--- src/rtl/pxf_pkg.sv ---
package pxf_pkg;
   // host write sequencer states
   typedef enum logic [1:0] {
      HS_IDLE = 2'd0,
      HS_CAP  = 2'd1,
      HS_WR   = 2'd2
   } host_st_e;
endpackage

--- src/rtl/pxf_vid_seq.sv ---
module pxf_vid_seq #(
   parameter int PPW     = 4,
   parameter int WADDR_W = 8,
   parameter int LEN_W   = 8,
   parameter int LANE_W  = 2
) (
   input  logic               clk,
   input  logic               rst_n,
   input  logic               start,
   input  logic [WADDR_W-1:0] base,
   input  logic [LEN_W-1:0]   words,
   output logic               fetch,
   output logic [WADDR_W-1:0] fetch_addr,
   output logic               load,
   output logic               active,
   output logic [LANE_W-1:0]  phase
);
   localparam logic [LANE_W-1:0] PH_FETCH = LANE_W'(PPW - 2);
   localparam logic [LANE_W-1:0] PH_LAST  = LANE_W'(PPW - 1);

   logic               act_q, prime_q, more_q;
   logic [LANE_W-1:0]  ph_q;
   logic [LEN_W-1:0]   left_q;
   logic [WADDR_W-1:0] next_q;
   logic               start_ok, mid_fetch;

   assign start_ok   = start && !act_q && !prime_q && (words != '0);
   assign mid_fetch  = act_q && (ph_q == PH_FETCH) && (left_q != '0);
   assign fetch      = start_ok || mid_fetch;
   assign fetch_addr = start_ok ? base : next_q;
   assign load       = prime_q || (act_q && (ph_q == PH_LAST) && more_q);
   assign active     = act_q;
   assign phase      = ph_q;

   always_ff @(posedge clk) begin
      if (!rst_n) begin
         act_q   <= 1'b0;
         prime_q <= 1'b0;
         more_q  <= 1'b0;
         ph_q    <= '0;
         left_q  <= '0;
         next_q  <= '0;
      end else begin
         if (start_ok) begin
            prime_q <= 1'b1;
            next_q  <= base + 1'b1;
            left_q  <= words - 1'b1;
         end
         if (prime_q) begin
            prime_q <= 1'b0;
            act_q   <= 1'b1;
            ph_q    <= '0;
            more_q  <= 1'b0;
         end
         if (act_q) begin
            ph_q <= ph_q + 1'b1;
            if (mid_fetch) begin
               next_q <= next_q + 1'b1;
               left_q <= left_q - 1'b1;
               more_q <= 1'b1;
            end
            if (ph_q == PH_LAST) begin
               if (more_q) more_q <= 1'b0;
               else        act_q  <= 1'b0;
            end
         end
      end
   end
endmodule

--- src/rtl/pxf_unpack.sv ---
module pxf_unpack #(
   parameter int PIX_W  = 8,
   parameter int PPW    = 4,
   parameter int LANE_W = 2
) (
   input  logic                 clk,
   input  logic                 rst_n,
   input  logic                 load,
   input  logic [PIX_W*PPW-1:0] word_in,
   input  logic [LANE_W-1:0]    phase,
   output logic [PIX_W-1:0]     pix
);
   logic [PIX_W*PPW-1:0] word_q;
   logic [PIX_W-1:0]     lane_w [PPW];

   always_ff @(posedge clk) begin
      if (!rst_n)    word_q <= '0;
      else if (load) word_q <= word_in;
   end

   for (genvar g = 0; g < PPW; g++) begin : g_lane
      assign lane_w[g] = word_q[g*PIX_W +: PIX_W];
   end

   assign pix = lane_w[phase];
endmodule

--- src/rtl/pxf_host_port.sv ---
module pxf_host_port import pxf_pkg::*; #(
   parameter int PIX_W   = 8,
   parameter int PPW     = 4,
   parameter int WADDR_W = 8,
   parameter int LANE_W  = 2,
   parameter bit RMW     = 1'b0
) (
   input  logic                      clk,
   input  logic                      rst_n,
   input  logic                      slot_free,
   input  logic                      req,
   input  logic                      we,
   input  logic [WADDR_W+LANE_W-1:0] addr,
   input  logic [PIX_W-1:0]          wdata,
   input  logic [PIX_W*PPW-1:0]      mem_rdata,
   output logic                      go,
   output logic                      go_we,
   output logic [WADDR_W-1:0]        go_addr,
   output logic [PPW-1:0]            go_be,
   output logic [PIX_W*PPW-1:0]      go_wdata,
   output logic                      gnt,
   output logic                      rvalid,
   output logic [PIX_W-1:0]          rdata
);
   localparam int DATA_W = PIX_W * PPW;
   localparam logic [PPW-1:0] BE_ONE = PPW'(1);

   host_st_e          st_q, st_d;
   logic [LANE_W-1:0] lane, lane_q;
   logic              rd_pend_q;
   logic [DATA_W-1:0] wr_word;
   logic [PIX_W-1:0]  rd_lane [PPW];

   assign lane    = addr[LANE_W-1:0];
   assign go_addr = addr[WADDR_W+LANE_W-1:LANE_W];

   if (RMW) begin : g_rmw
      logic [DATA_W-1:0] merged, hold_q;
      for (genvar g = 0; g < PPW; g++) begin : g_mrg
         assign merged[g*PIX_W +: PIX_W] =
            (lane == LANE_W'(g)) ? wdata : mem_rdata[g*PIX_W +: PIX_W];
      end
      always_ff @(posedge clk) begin
         if (!rst_n)               hold_q <= '0;
         else if (st_q == HS_CAP)  hold_q <= merged;
      end
      assign wr_word = hold_q;
   end else begin : g_bsel
      assign wr_word = {PPW{wdata}};
   end

   always_comb begin
      st_d     = st_q;
      go       = 1'b0;
      go_we    = 1'b0;
      go_be    = '0;
      go_wdata = wr_word;
      gnt      = 1'b0;
      case (st_q)
         HS_IDLE: begin
            if (req && slot_free) begin
               go = 1'b1;
               if (!we) begin
                  gnt = 1'b1;
               end else if (RMW) begin
                  st_d = HS_CAP;
               end else begin
                  go_we = 1'b1;
                  go_be = BE_ONE << lane;
                  gnt   = 1'b1;
               end
            end
         end
         HS_CAP: st_d = HS_WR;
         HS_WR: begin
            if (slot_free) begin
               go    = 1'b1;
               go_we = 1'b1;
               go_be = '1;
               gnt   = 1'b1;
               st_d  = HS_IDLE;
            end
         end
         default: st_d = HS_IDLE;
      endcase
   end

   always_ff @(posedge clk) begin
      if (!rst_n) begin
         st_q      <= HS_IDLE;
         rd_pend_q <= 1'b0;
         lane_q    <= '0;
      end else begin
         st_q      <= st_d;
         rd_pend_q <= gnt && !we;
         if (gnt && !we) lane_q <= lane;
      end
   end

   for (genvar g = 0; g < PPW; g++) begin : g_rd
      assign rd_lane[g] = mem_rdata[g*PIX_W +: PIX_W];
   end

   assign rvalid = rd_pend_q;
   assign rdata  = rd_lane[lane_q];
endmodule

--- src/rtl/wide_pix_fetch.sv ---
module wide_pix_fetch import pxf_pkg::*; #(
   parameter int PIX_W        = 8,
   parameter int PIX_PER_WORD = 4,
   parameter int WADDR_W      = 8,
   parameter int LEN_W        = 8,
   parameter bit RMW_WRITE    = 1'b0,
   localparam int DATA_W      = PIX_W * PIX_PER_WORD,
   localparam int LANE_W      = $clog2(PIX_PER_WORD),
   localparam int HADDR_W     = WADDR_W + LANE_W
) (
   input  logic               clk,
   input  logic               rst_n,
   input  logic               vid_start,
   input  logic [WADDR_W-1:0] vid_base,
   input  logic [LEN_W-1:0]   vid_words,
   output logic               pix_valid,
   output logic [PIX_W-1:0]   pix_data,
   input  logic               host_req,
   input  logic               host_we,
   input  logic [HADDR_W-1:0] host_addr,
   input  logic [PIX_W-1:0]   host_wdata,
   output logic               host_gnt,
   output logic               host_rvalid,
   output logic [PIX_W-1:0]   host_rdata,
   output logic               mem_en,
   output logic               mem_we,
   output logic [WADDR_W-1:0] mem_addr,
   output logic [PIX_PER_WORD-1:0] mem_be,
   output logic [DATA_W-1:0]  mem_wdata,
   input  logic [DATA_W-1:0]  mem_rdata
);
   if (PIX_PER_WORD != 2 && PIX_PER_WORD != 4) begin : g_bad_ppw
      $error("PIX_PER_WORD must be 2 or 4");
   end
   if (PIX_W < 1 || WADDR_W < 1 || LEN_W < 1) begin : g_bad_w
      $error("widths must be positive");
   end

   logic                    vid_fetch, vid_load, vid_act;
   logic [WADDR_W-1:0]      vid_addr;
   logic [LANE_W-1:0]       phase;
   logic                    h_go, h_we;
   logic [WADDR_W-1:0]      h_addr;
   logic [PIX_PER_WORD-1:0] h_be;
   logic [DATA_W-1:0]       h_wdata;

   pxf_vid_seq #(
      .PPW(PIX_PER_WORD), .WADDR_W(WADDR_W), .LEN_W(LEN_W), .LANE_W(LANE_W)
   ) u_seq (
      .clk(clk), .rst_n(rst_n), .start(vid_start), .base(vid_base),
      .words(vid_words), .fetch(vid_fetch), .fetch_addr(vid_addr),
      .load(vid_load), .active(vid_act), .phase(phase)
   );

   pxf_unpack #(
      .PIX_W(PIX_W), .PPW(PIX_PER_WORD), .LANE_W(LANE_W)
   ) u_unpack (
      .clk(clk), .rst_n(rst_n), .load(vid_load), .word_in(mem_rdata),
      .phase(phase), .pix(pix_data)
   );

   pxf_host_port #(
      .PIX_W(PIX_W), .PPW(PIX_PER_WORD), .WADDR_W(WADDR_W),
      .LANE_W(LANE_W), .RMW(RMW_WRITE)
   ) u_host (
      .clk(clk), .rst_n(rst_n), .slot_free(!vid_fetch), .req(host_req),
      .we(host_we), .addr(host_addr), .wdata(host_wdata),
      .mem_rdata(mem_rdata), .go(h_go), .go_we(h_we), .go_addr(h_addr),
      .go_be(h_be), .go_wdata(h_wdata), .gnt(host_gnt),
      .rvalid(host_rvalid), .rdata(host_rdata)
   );

   assign pix_valid = vid_act;
   assign mem_en    = vid_fetch || h_go;
   assign mem_we    = !vid_fetch && h_we;
   assign mem_addr  = vid_fetch ? vid_addr : h_addr;
   assign mem_be    = vid_fetch ? '0 : h_be;
   assign mem_wdata = h_wdata;
endmodule

--- config.mk ---
export PLATFORM = sky130hd
export DESIGN_NAME = wide_pix_fetch
export DESIGN_NICKNAME = d
export VERILOG_FILES = /design/src/rtl/pxf_pkg.sv /design/src/rtl/pxf_vid_seq.sv /design/src/rtl/pxf_unpack.sv /design/src/rtl/pxf_host_port.sv /design/src/rtl/wide_pix_fetch.sv
export SDC_FILE = /design/constraint.sdc
export NUM_CORES = 1
export LEC_CHECK = 0
export BUFFER_PORTS_ARGS = -buffer_cell sky130_fd_sc_hd__buf_2
export CAP_MARGIN = 20
export CORE_MARGIN = 5
export CORE_UTILIZATION = 40
export CTS_CLUSTER_DIAMETER = 200
export CTS_CLUSTER_SIZE = 10
export DETAILED_ROUTE_END_ITERATION = 10
export PLACE_DENSITY = 0.72
export SYNTH_ARGS = -nofsm -noshare
export SYNTH_HDL_FRONTEND = slang
export SYNTH_SLANG_ARGS = --single-unit
export TNS_END_PERCENT = 30
--- constraint.sdc ---
create_clock -name clk -period 2.1 [get_ports clk]
set_input_delay 0.105 -clock clk [delete_from_list [all_inputs] [get_ports clk]]
set_output_delay 0.105 -clock clk [all_outputs]
set_load 0.05 [all_outputs]
==> run metrics, run 1 <==
crit path DAT=1.98 ns; nets=585; kind of critical path=flip-flop to primary output; WHS Endpoint=u_unpack.word_q[12]; Synth Area per Inst=8.27 um2; R2R Setup Slk=0.26 ns; CP Cell Sequence=inv_4 > ha_4 > nor3b_4 > a21oi_2 > or3_4 > inv_2 > and3_4 > buf_8; Hold Path Class=input port to flip-flop; clk sinks=56; Num CTS Buffers=5; Worst path slowest cell=or3_4; Final Critical Period=2.09 ns; Diodes inserted=0; routed len/inst=15.0 um; crit share post-route=99.3%; Post-Syn Area=3610 um2; Routability Congestion=0.872; Congestion Overflow GR=0; main flop type after synthesis=dfxtp_1; post-DP HPWL=6960 um; global-route wire length before repair=15200 um; Die H=105 um; setup TNS=0 ns; Worst R2R Path Depth=7; Synth cell types=61; pwr dens=597 nW/um2; Synth Register Bits=56; 1st-iter DRT viols=128; critical path required time=2.00 ns; Worst slew margin=69.7%; num rows=34; status=finished, final reports clean; root buffer cell=clkbuf_8; R2R Path Start=u_seq.left_q[0]; RSZ-0062 raised after global routing=true; Slew @ Worst Pin=0.452 ns; Hold Path Stages=3; Crit Path Max Fanout=4; Cells after Synth=436; CORE AREA=8760 um2; Max stage delay on crit path=0.40 ns; pin count of the biggest net entering global routing=35; CP startpoint kind=flip-flop; first drt pass iteration count=4; post-route setup slack=0.0150 ns; Area growth syn-to-layout=20.7%; # DRC=0; CTS H-tree lvls=2; final slew viol count=0; worst skew pair latency=0.32 ns; sequential fraction of the synthesis area=31.1%; Fin. Hold Viols=0; worst hold start=mem_rdata[12]; number of global-route vias before repair=3272; Ys Warns=0; Post-Route WL=9210 um; # IOs=136; port bufs=95; Setup crit end kind=primary output; Tot GR Track Use=16.1%; Leak=0.00174 uW; via count=3326; Peak VDD IR=0.000266 V; pre-CTS setup slack=0.00124 ns; maximum root-to-sink buffer count=2; max-cap viol count=0; Max Freq=0.480 GHz; fill count=833; layout cells sized above 1=36.1%; total die area=11000 um2; number of hold buffers added after CTS=0; die width=105 um; Worst Skew=0.00697 ns; Reg clk slew, reported paths=0.11 ns; final setup fails=0; TritonCTS clock tree=yes; R2R Path End=u_seq.next_q[5]; Post-Syn Nets=515; Async S/R FF share, synth=0%; Post-DRT Antenna Nets=0; initial antenna violation count=0; EDFF count, synth=0; Via density=5.41; Starting Density=41.2%
==> Yosys cell counts, types with 3 or more instances <==
cell | count | area, um2
ha_1 | 8 | 100
nand4_1 | 4 | 25.0
inv_1 | 11 | 41.3
clkbuf_1 | 14 | 52.6
nand4b_1 | 3 | 26.3
mux4_2 | 16 | 360
nand2b_1 | 3 | 18.8
nor3b_1 | 5 | 37.5
a21oi_1 | 39 | 195
a31oi_1 | 14 | 87.6
or3_1 | 3 | 18.8
mux2i_1 | 9 | 90.1
xor2_1 | 5 | 43.8
nor2_1 | 13 | 48.8
nor3_1 | 7 | 35.0
buf_2 | 10 | 50.1
buf_4 | 34 | 255
dfxtp_1 | 56 | 1120
nand2_1 | 102 | 383
nand3_1 | 17 | 85.1
xnor2_1 | 4 | 35.0
o21ai_0 | 5 | 25.0
and3_1 | 4 | 25.0
==> per-stage QoR <==
stage / std cells / utilization [%] / cell area [um2] / hold slack (ns) / total power [uW]
after global placement: 600 / 47.0 / 4120 / 0.211 / 1930
final: 615 / 49.7 / 4350 / 0.0224 / 2600
after global routing: 615 / 49.7 / 4350 / 0.0171 / 2740
after floorplan: 436 / - / 3700 / 0.245 / 1870
after CTS: 612 / 49.3 / 4320 / 0.0178 / 2610
after detailed placement: 600 / 47.0 / 4120 / 0.211 / 1940
==> flip-flops by register name (all words and copies together) (netlist names) <==
register / cells
u_seq.active: 1
u_host.lane_q: 2
u_seq.prime_q: 1
u_seq.left_q: 8
u_seq.next_q: 8
u_seq.phase: 2
u_seq.more_q: 1
u_host.rvalid: 1
u_unpack.word_q: 32
==> report_power, final <==
group | switching [uW] | internal [uW] | total [uW] | leakage, uW
registers | 57.5 | 1120 | 1180 | 0.000459
logic | 478 | 317 | 795 | 0.00124
clock network | 379 | 244 | 623 | 0.0000423
==> cells by family (layout without fill, tap and decap cells) <==
group | Yosys count | count (layout) | share of synthesized area (%)
and+or+nand+nor | 180 | 180 | 24.9
AOI/OAI and AO/OA | 84 | 84 | 14.8
buffers and inverters | 73 | 144 | 11.5
DFF | 56 | 56 | 31.1
muxes | 26 | 26 | 12.8
xor gates and xnor gates | 9 | 9 | 2.19
adders and majority gates | 8 | 8 | 2.77
==> how the worst max path moves through the flow <==
stage	startpoint	to	slack, ns
4_1_cts	u_seq.left_q[0]	mem_be[3]	0.0005
3_5_place_dp	u_seq.left_q[0]	u_seq.next_q[2]	0.001
2_1_floorplan	u_seq.phase[0]	mem_be[3]	-0.14
5_1_grt	u_seq.left_q[4]	mem_addr[5]	-0.09
6_report	u_seq.left_q[0]	mem_be[3]	0.01
3_3_place_gp	u_seq.left_q[0]	mem_addr[3]	0.05
==> routing by layer <==
metal / track usage, % / wire length [um]
met1: 20.9 / 4150
met2: 27.5 / 4370
met3: 3.70 / 605
met4: 3.38 / 93
met5: 0 / 0
==> layout by cell type (no fill, tap or decap), types with 6 or more instances in the layout <==
master     n
dfxtp_1   52
nor3_1     6
nor2_1    13
inv_1      9
buf_4     34
a21oi_1   39
ha_1       7
nand3_1   17
mux4_2    16
buf_2     82
mux2i_1    9
nand2_1  102
a31oi_2    8
==> critical path, delay by kind of cell (launching register included) <==
kind	cells	cell delay (ns)
adders and majority gates	1	0.13
buffers and inverters	3	0.28
DFF	1	0.35
AOI/OAI and AO/OA	1	0.09
and+or+nand+nor	3	0.80
==> cell type report <==
class                      count  area [um2]  share of cell area, %
clock buffer                   5        68.8                   1.58
inverter                      13        51.3                   1.18
timing repair buffer         123         753                   17.3
clock inverter                 3        26.3                  0.603
tap                          108         135                   3.10
sequential                    56        1130                   25.9
multi-input combinational    307        2190                   50.4
==> timing repair <==
action / in CTS / in global routing
pin swaps: 3 / 1
resized for setup: 28 / 4
setup endpoints to repair: 16 / 15
setup buffers: 4 / 3
(Power assumes the default switching activity.)
==> run 2: changes to the inputs <==
--- a/config.mk
+++ b/config.mk
@@ -12,7 +12,7 @@
 export CTS_CLUSTER_DIAMETER = 200
 export CTS_CLUSTER_SIZE = 10
 export DETAILED_ROUTE_END_ITERATION = 10
-export PLACE_DENSITY = 0.72
+export PLACE_DENSITY = 0.71
 export SYNTH_ARGS = -nofsm -noshare
 export SYNTH_HDL_FRONTEND = slang
 export SYNTH_SLANG_ARGS = --single-unit
==> run 2 against run 1 <==
  * Wire length rose by 4.9%
  * Via count rose by 2.5%
  * Clock skew rose by 0.0037 ns
  * Global-route usage rose by 0.60 points
  * Die area did not move
  * Combinational power rose by 3.3%
  * Non-clock buffer count rose by 8
  * Final area rose by 2.4%
  * Largest power group unchanged
  * Sequential share of layout area fell by 0.63 points
  * The run now ends with negative setup slack left
  * Flip-flop and latch count did not move
  * Highest routed layer unchanged
  * Largest cell class unchanged
  * Sequential power barely moved
  * Critical endpoint unchanged
  * Clock power fell by 4.5%
==> run metrics, run 2 (synthesized netlist as in run 1, its figures left out) <==
Diodes inserted=0 (unchanged); nets=594 (+1.5%); crit path DAT=2.00 ns (+0.02 ns); Peak VDD IR=0.000294 V (+11%); fill count=821 (-1.4%); CORE AREA=8760 um2 (unchanged); TritonCTS clock tree=yes; Regs by FF count=u_unpack.word_q x32, u_seq.left_q x8, u_seq.next_q x8; PnR Total Power=2590 uW (-0.20%); Reg clk slew, reported paths=0.11 ns (about the same); R2R Setup Slk=0.21 ns (-0.05 ns); Final Critical Period=2.11 ns (+0.0241 ns); Die H=105 um (unchanged); post-DP HPWL=6960 um (about the same); final slew viol count=0 (unchanged); worst hold start=mem_rdata[7]; global-route wire length before repair=15800 um (+4.0%); kind of critical path=flip-flop to primary output; Max Freq=0.474 GHz (-1.1%); Fin. Hold Viols=0 (unchanged); Slew @ Worst Pin=0.522 ns (+0.0704 ns); Via density=5.46 (+0.99%); multi-input logic area=2220 um2 (+1.2%); worst skew pair latency=0.31 ns (about the same); max reg flops=32 (unchanged); Post-Route WL=9660 um (+4.9%); final setup fails=1 (+1); routed len/inst=15.5 um (+3.3%); # IOs=136 (unchanged); first drt pass iteration count=4 (unchanged); CTS H-tree lvls=2 (unchanged); Num CTS Buffers=5 (unchanged); Leak=0.00179 uW (+2.9%); Worst slew margin=65.2% (-4.5 points); critical path required time=2.00 ns (about the same); WHS Endpoint=u_unpack.word_q[7]; status=complete, but fails checks; crit share post-route=100% (+1.1 points); pwr dens=582 nW/um2 (-2.5%); clk sinks=56 (unchanged); Setup crit end kind=primary output; layout cells sized above 1=37.2% (+1.1 points); pin count of the biggest net entering global routing=36 (+2.9%); failing checks=negative setup slack; Hold Path Stages=3 (unchanged); commonest non-fill, non-tap cells in the layout=101 x nand2_1, 80 x buf_2, 53 x dfxtp_1; Post-DRT Antenna Nets=0 (unchanged); placed cells=601 (+0.17%); Starting Density=41.2% (unchanged); Area growth syn-to-layout=23.6%; max-cap viol count=0 (unchanged); # DRC=0 (unchanged); R2R Path Start=u_seq.left_q[1]; die width=105 um (unchanged); most common cell after layout, fill and taps aside=nand2_1; Worst Skew=0.0107 ns (+0.00370 ns); via count=3408 (+2.5%); R2R Path End=u_seq.next_q[6]; RSZ-0062 raised after global routing=true; initial antenna violation count=0 (unchanged); post-route setup slack=-0.00912 ns (-0.0241 ns); port bufs=95 (unchanged); maximum root-to-sink buffer count=2 (unchanged); non-filler cells, final=624 (+1.5%); Congestion Overflow GR=0 (unchanged); root buffer cell=clkbuf_8; Worst R2R Path Depth=8 (+1); Routability Congestion=0.928 (+6.5%); number of global-route vias before repair=3331 (+1.8%); total die area=11000 um2 (unchanged); CP startpoint kind=flip-flop; num rows=34 (unchanged); 1st-iter DRT viols=159 (+24%); Crit Path Max Fanout=4 (unchanged); Tot GR Track Use=16.7% (+0.60 points); Hold Path Class=input port to flip-flop; Reg with most FFs=u_unpack.word_q; Register Area=1120 um2 (-0.11%)
## run 2: cell types whose count changed in the layout (fill, tap and decap cells not counted), moves of 2 or more
cell / change
buf_4: +3
a21o_4: +2
buf_2: -2
buf_6: +6
## run 2: stage by stage
step / util [%] / TNS (ns) / hold slack [ns] / worst slack, ns / area (um2)
6_report: 50.9 / -0.00912 / 0.0411 / -0.00912 / 4460
2_1_floorplan: - / -0.699 / 0.245 / -0.137 / 3700
3_5_place_dp: 47.1 / -0.0964 / 0.211 / -0.0453 / 4130
3_3_place_gp: 47.1 / 0 / 0.211 / 0.0448 / 4130
4_1_cts: 49.5 / 0 / 0.0285 / 0.0175 / 4340
5_1_grt: 50.9 / -0.281 / 0.0306 / -0.106 / 4460
## run 2: worst max path at each step
stage                    start     endpoint  cells after the start  slack [ns]
2_1_floorplan   u_seq.phase[0]    mem_be[3]                      8       -0.14
3_3_place_gp   u_seq.left_q[1]  mem_addr[3]                      7        0.04
3_5_place_dp   u_seq.left_q[0]  mem_addr[3]                      7       -0.05
4_1_cts           u_seq.active  mem_addr[3]                      6        0.02
5_1_grt        u_seq.left_q[1]    mem_be[1]                      7       -0.11
6_report       u_seq.left_q[1]    mem_be[3]                      8      -0.009
## run 2: cell type report
class,instances,share of cell area [%]
Tap cell,108,3.03
Sequential cell,56,25.2
Clock inverter,2,0.365
Inverter,13,1.09
Multi-Input combinational cell,308,49.8
Clock buffer,6,1.63
Timing Repair Buffer,131,18.9
## run 2: what timing repair did
action                                  CTS  global route
pin swaps                                 3             1
endpoints found under the setup margin   16            15
buffers inserted                          7             7
gates cloned                              0             1
hold buffers                              0             0
gates resized for setup                  23            23
## run 2: power breakdown
group	total, uW	switching [uW]	internal (uW)
Clock	595	357	239
Sequential	1180	53.9	1120
Combinational	821	497	325
Total	2590	907	1690
## run 2: critical path, stage by stage, from the launching register on
cell	delay (ns)
dfxtp_2	0.34
inv_2	0.08
ha_4	0.13
nor3b_4	0.23
a21oi_2	0.11
or3_4	0.40
inv_2	0.08
and3_4	0.18
buf_8	0.14
## run 2: per-layer routing
metal | vias up | wire length (um) | share of wire [%] | GRT usage (%)
li1 | 1671 | - | - | -
met1 | 1578 | 4180 | 43 | 21.8
met5 | - | 0 | 0 | 0
met3 | 12 | 759 | 7.9 | 4.01
met2 | 147 | 4630 | 48 | 28.3
met4 | 0 | 92 | 0.95 | 3.20
==> run 3: changes to the inputs <==
==> constraint.sdc (replaced) <==
create_clock -name clk -period 2.7 [get_ports clk]
set_input_delay 0.135 -clock clk [delete_from_list [all_inputs] [get_ports clk]]
set_output_delay 0.135 -clock clk [all_outputs]
set_load 0.05 [all_outputs]
==> run 3 against run 2 <==
  * The flow now finishes without violations
  * Sequential share of layout area grew 2.3 points
  * Non-clock buffer count shrank 28
  * First-iteration DRC count shrank 18%
  * Flip-flop and latch count is the same
  * Die area is the same
  * Via count shrank 3.6%
  * Largest cell class unchanged
  * Combinational power shrank 34%
==> run metrics, run 3 (synthesized netlist as in run 1, its figures left out) <==
post-route cell area=4070 um2 (-8.8%); Slew @ Worst Pin=0.803 ns (+0.281 ns); global-route wire length before repair=14900 um (-5.7%); number of hold buffers added after CTS=0 (unchanged); # IOs=136 (unchanged); number of global-route vias before repair=3184 (-4.4%); hold slack=0.0687 ns (+0.0276 ns); CTS H-tree lvls=2 (unchanged); CP top delay family=simple AND/OR/NAND/NOR gates; layout cells sized above 1=29.6% (-7.6 points); Routability Congestion=0.840 (-9.5%); via count=3284 (-3.6%); crit path DAT=2.39 ns (+0.39 ns); Reg clk slew, reported paths=0.10 ns (about the same); Worst path slowest cell=or3_4; crit share post-route=93.6%; clk sinks=56 (unchanged); Crit Path Max Fanout=8 (+4); Starting Density=41.2% (unchanged); Reg with most FFs=u_unpack.word_q; Num CTS Buffers=5 (unchanged); maximum root-to-sink buffer count=2 (unchanged); CP most frequent cell=nor3b_2; status=finished, final reports clean; Final Critical Period=2.53 ns; pwr dens=515 nW/um2 (-12%); Via density=5.53 (+1.2%); Post-Route WL=8860 um (-8.2%); pin count of the biggest net entering global routing=47 (+31%); post-DP HPWL=6560 um (-5.8%); total die area=11000 um2 (unchanged); Fin. Hold Viols=0 (unchanged); non-filler cells, final=594 (-4.8%); TritonCTS clock tree=yes; Post-DRT Antenna Nets=0 (unchanged); Setup crit end kind=primary output; most common cell after layout, fill and taps aside=nand2_1; first drt pass iteration count=5 (+1); worst path bufs/invs=2 (-1); port bufs=95 (unchanged); commonest non-fill, non-tap cells in the layout=102 x nand2_1, 95 x buf_2, 56 x dfxtp_1; Leak=0.00163 uW (-9.1%); root buffer cell=clkbuf_8; Diodes inserted=0 (unchanged); Regs by FF count=u_unpack.word_q x32, u_seq.left_q x8, u_seq.next_q x8; kind of critical path=flip-flop to primary output; Worst slew margin=46.4% (-19 points); max reg flops=32 (unchanged); final slew viol count=0 (unchanged); # DRC=0 (unchanged); worst skew pair latency=0.30 ns (about the same); num rows=34 (unchanged); nets=565 (-4.9%); CP Cell Sequence=inv_1 > ha_1 > nor3b_2 > a21oi_4 > or3_4 > nor3b_2 > buf_2; RSZ-0062 raised after global routing=false; 1st-iter DRT viols=130 (-18%); DP Area=3920 um2 (-4.9%); initial antenna violation count=0 (unchanged); Area growth syn-to-layout=12.8%; Max Freq=0.396 GHz; Hold Path Class=input port to flip-flop; Peak VDD IR=0.000210 V (-29%); Die H=105 um (unchanged); critical path required time=2.57 ns (+0.57 ns); final setup fails=0 (-1); Worst Skew=0.00541 ns (-0.00526 ns); Congestion Overflow GR=0 (unchanged); die width=105 um (unchanged); CP startpoint kind=flip-flop; CORE AREA=8760 um2 (unchanged); Tot GR Track Use=15.8% (-0.97 points); placed cells=587 (-2.3%); max-cap viol count=0 (unchanged); routed len/inst=14.9 um (-3.6%); Max stage delay on crit path=0.44 ns (+0.04 ns)
[run 3: path summary, 6_finish.rpt]
kind / start / to / slack [ns] / depth (start not counted)
max: u_seq.left_q[0] / mem_be[1] / 0.17 / 7
min: mem_rdata[1] / u_unpack.word_q[1] / 0.07 / 3
max reg2reg: u_seq.left_q[0] / u_host.lane_q[0] / 0.49 / 7
min reg2reg: u_unpack.word_q[12] / u_unpack.word_q[12] / 0.46 / 2
[run 3: power by group]
part,switching (uW),internal [uW],total (uW)
Clock,267,365,632
Combinational,349,190,540
Sequential,49.3,873,922
[run 3: final cells by class]
| class | count | area [um2] |
|---|---|---|
| Tap cell | 108 | 135 |
| Inverter | 13 | 48.8 |
| Multi-Input combinational cell | 307 | 2100 |
| Fill cell | 841 | 4700 |
| Clock inverter | 2 | 60.1 |
| Timing Repair Buffer | 103 | 536 |
| Clock buffer | 5 | 68.8 |
| Sequential cell | 56 | 1120 |
[run 3: worst register-to-register path, cell delays in order (launching register included)]
cell	delay [ns]
dfxtp_1	0.34
inv_1	0.11
ha_1	0.16
nor3b_2	0.41
a21oi_4	0.17
buf_4	0.23
nor3_1	0.50
mux2i_1	0.23
[run 3: through the flow]
step           setup slack, ns  utilization (%)  TNS [ns]  total power [uW]
2_1_floorplan         -0.00393                -  -0.00393              1440
3_5_place_dp             0.353             44.8         0              1480
6_report                 0.172             46.4         0              2090
3_3_place_gp             0.441             44.8         0              1460
4_1_cts                0.00258             46.2         0              2110
5_1_grt                 0.0133             46.4         0              2200
[run 3: per-layer routing]
layer	global-route usage [%]	up-vias	wire (um)
met5	0	-	0
met1	20.4	1536	3900
li1	-	1611	-
met4	3.84	0	127
met2	26.2	122	4200
met3	4.19	15	634
[run 3: timing repair]
action	CTS	global route
setup buffers	0	0
gates resized for setup	0	3
endpoints found under the setup margin	0	9
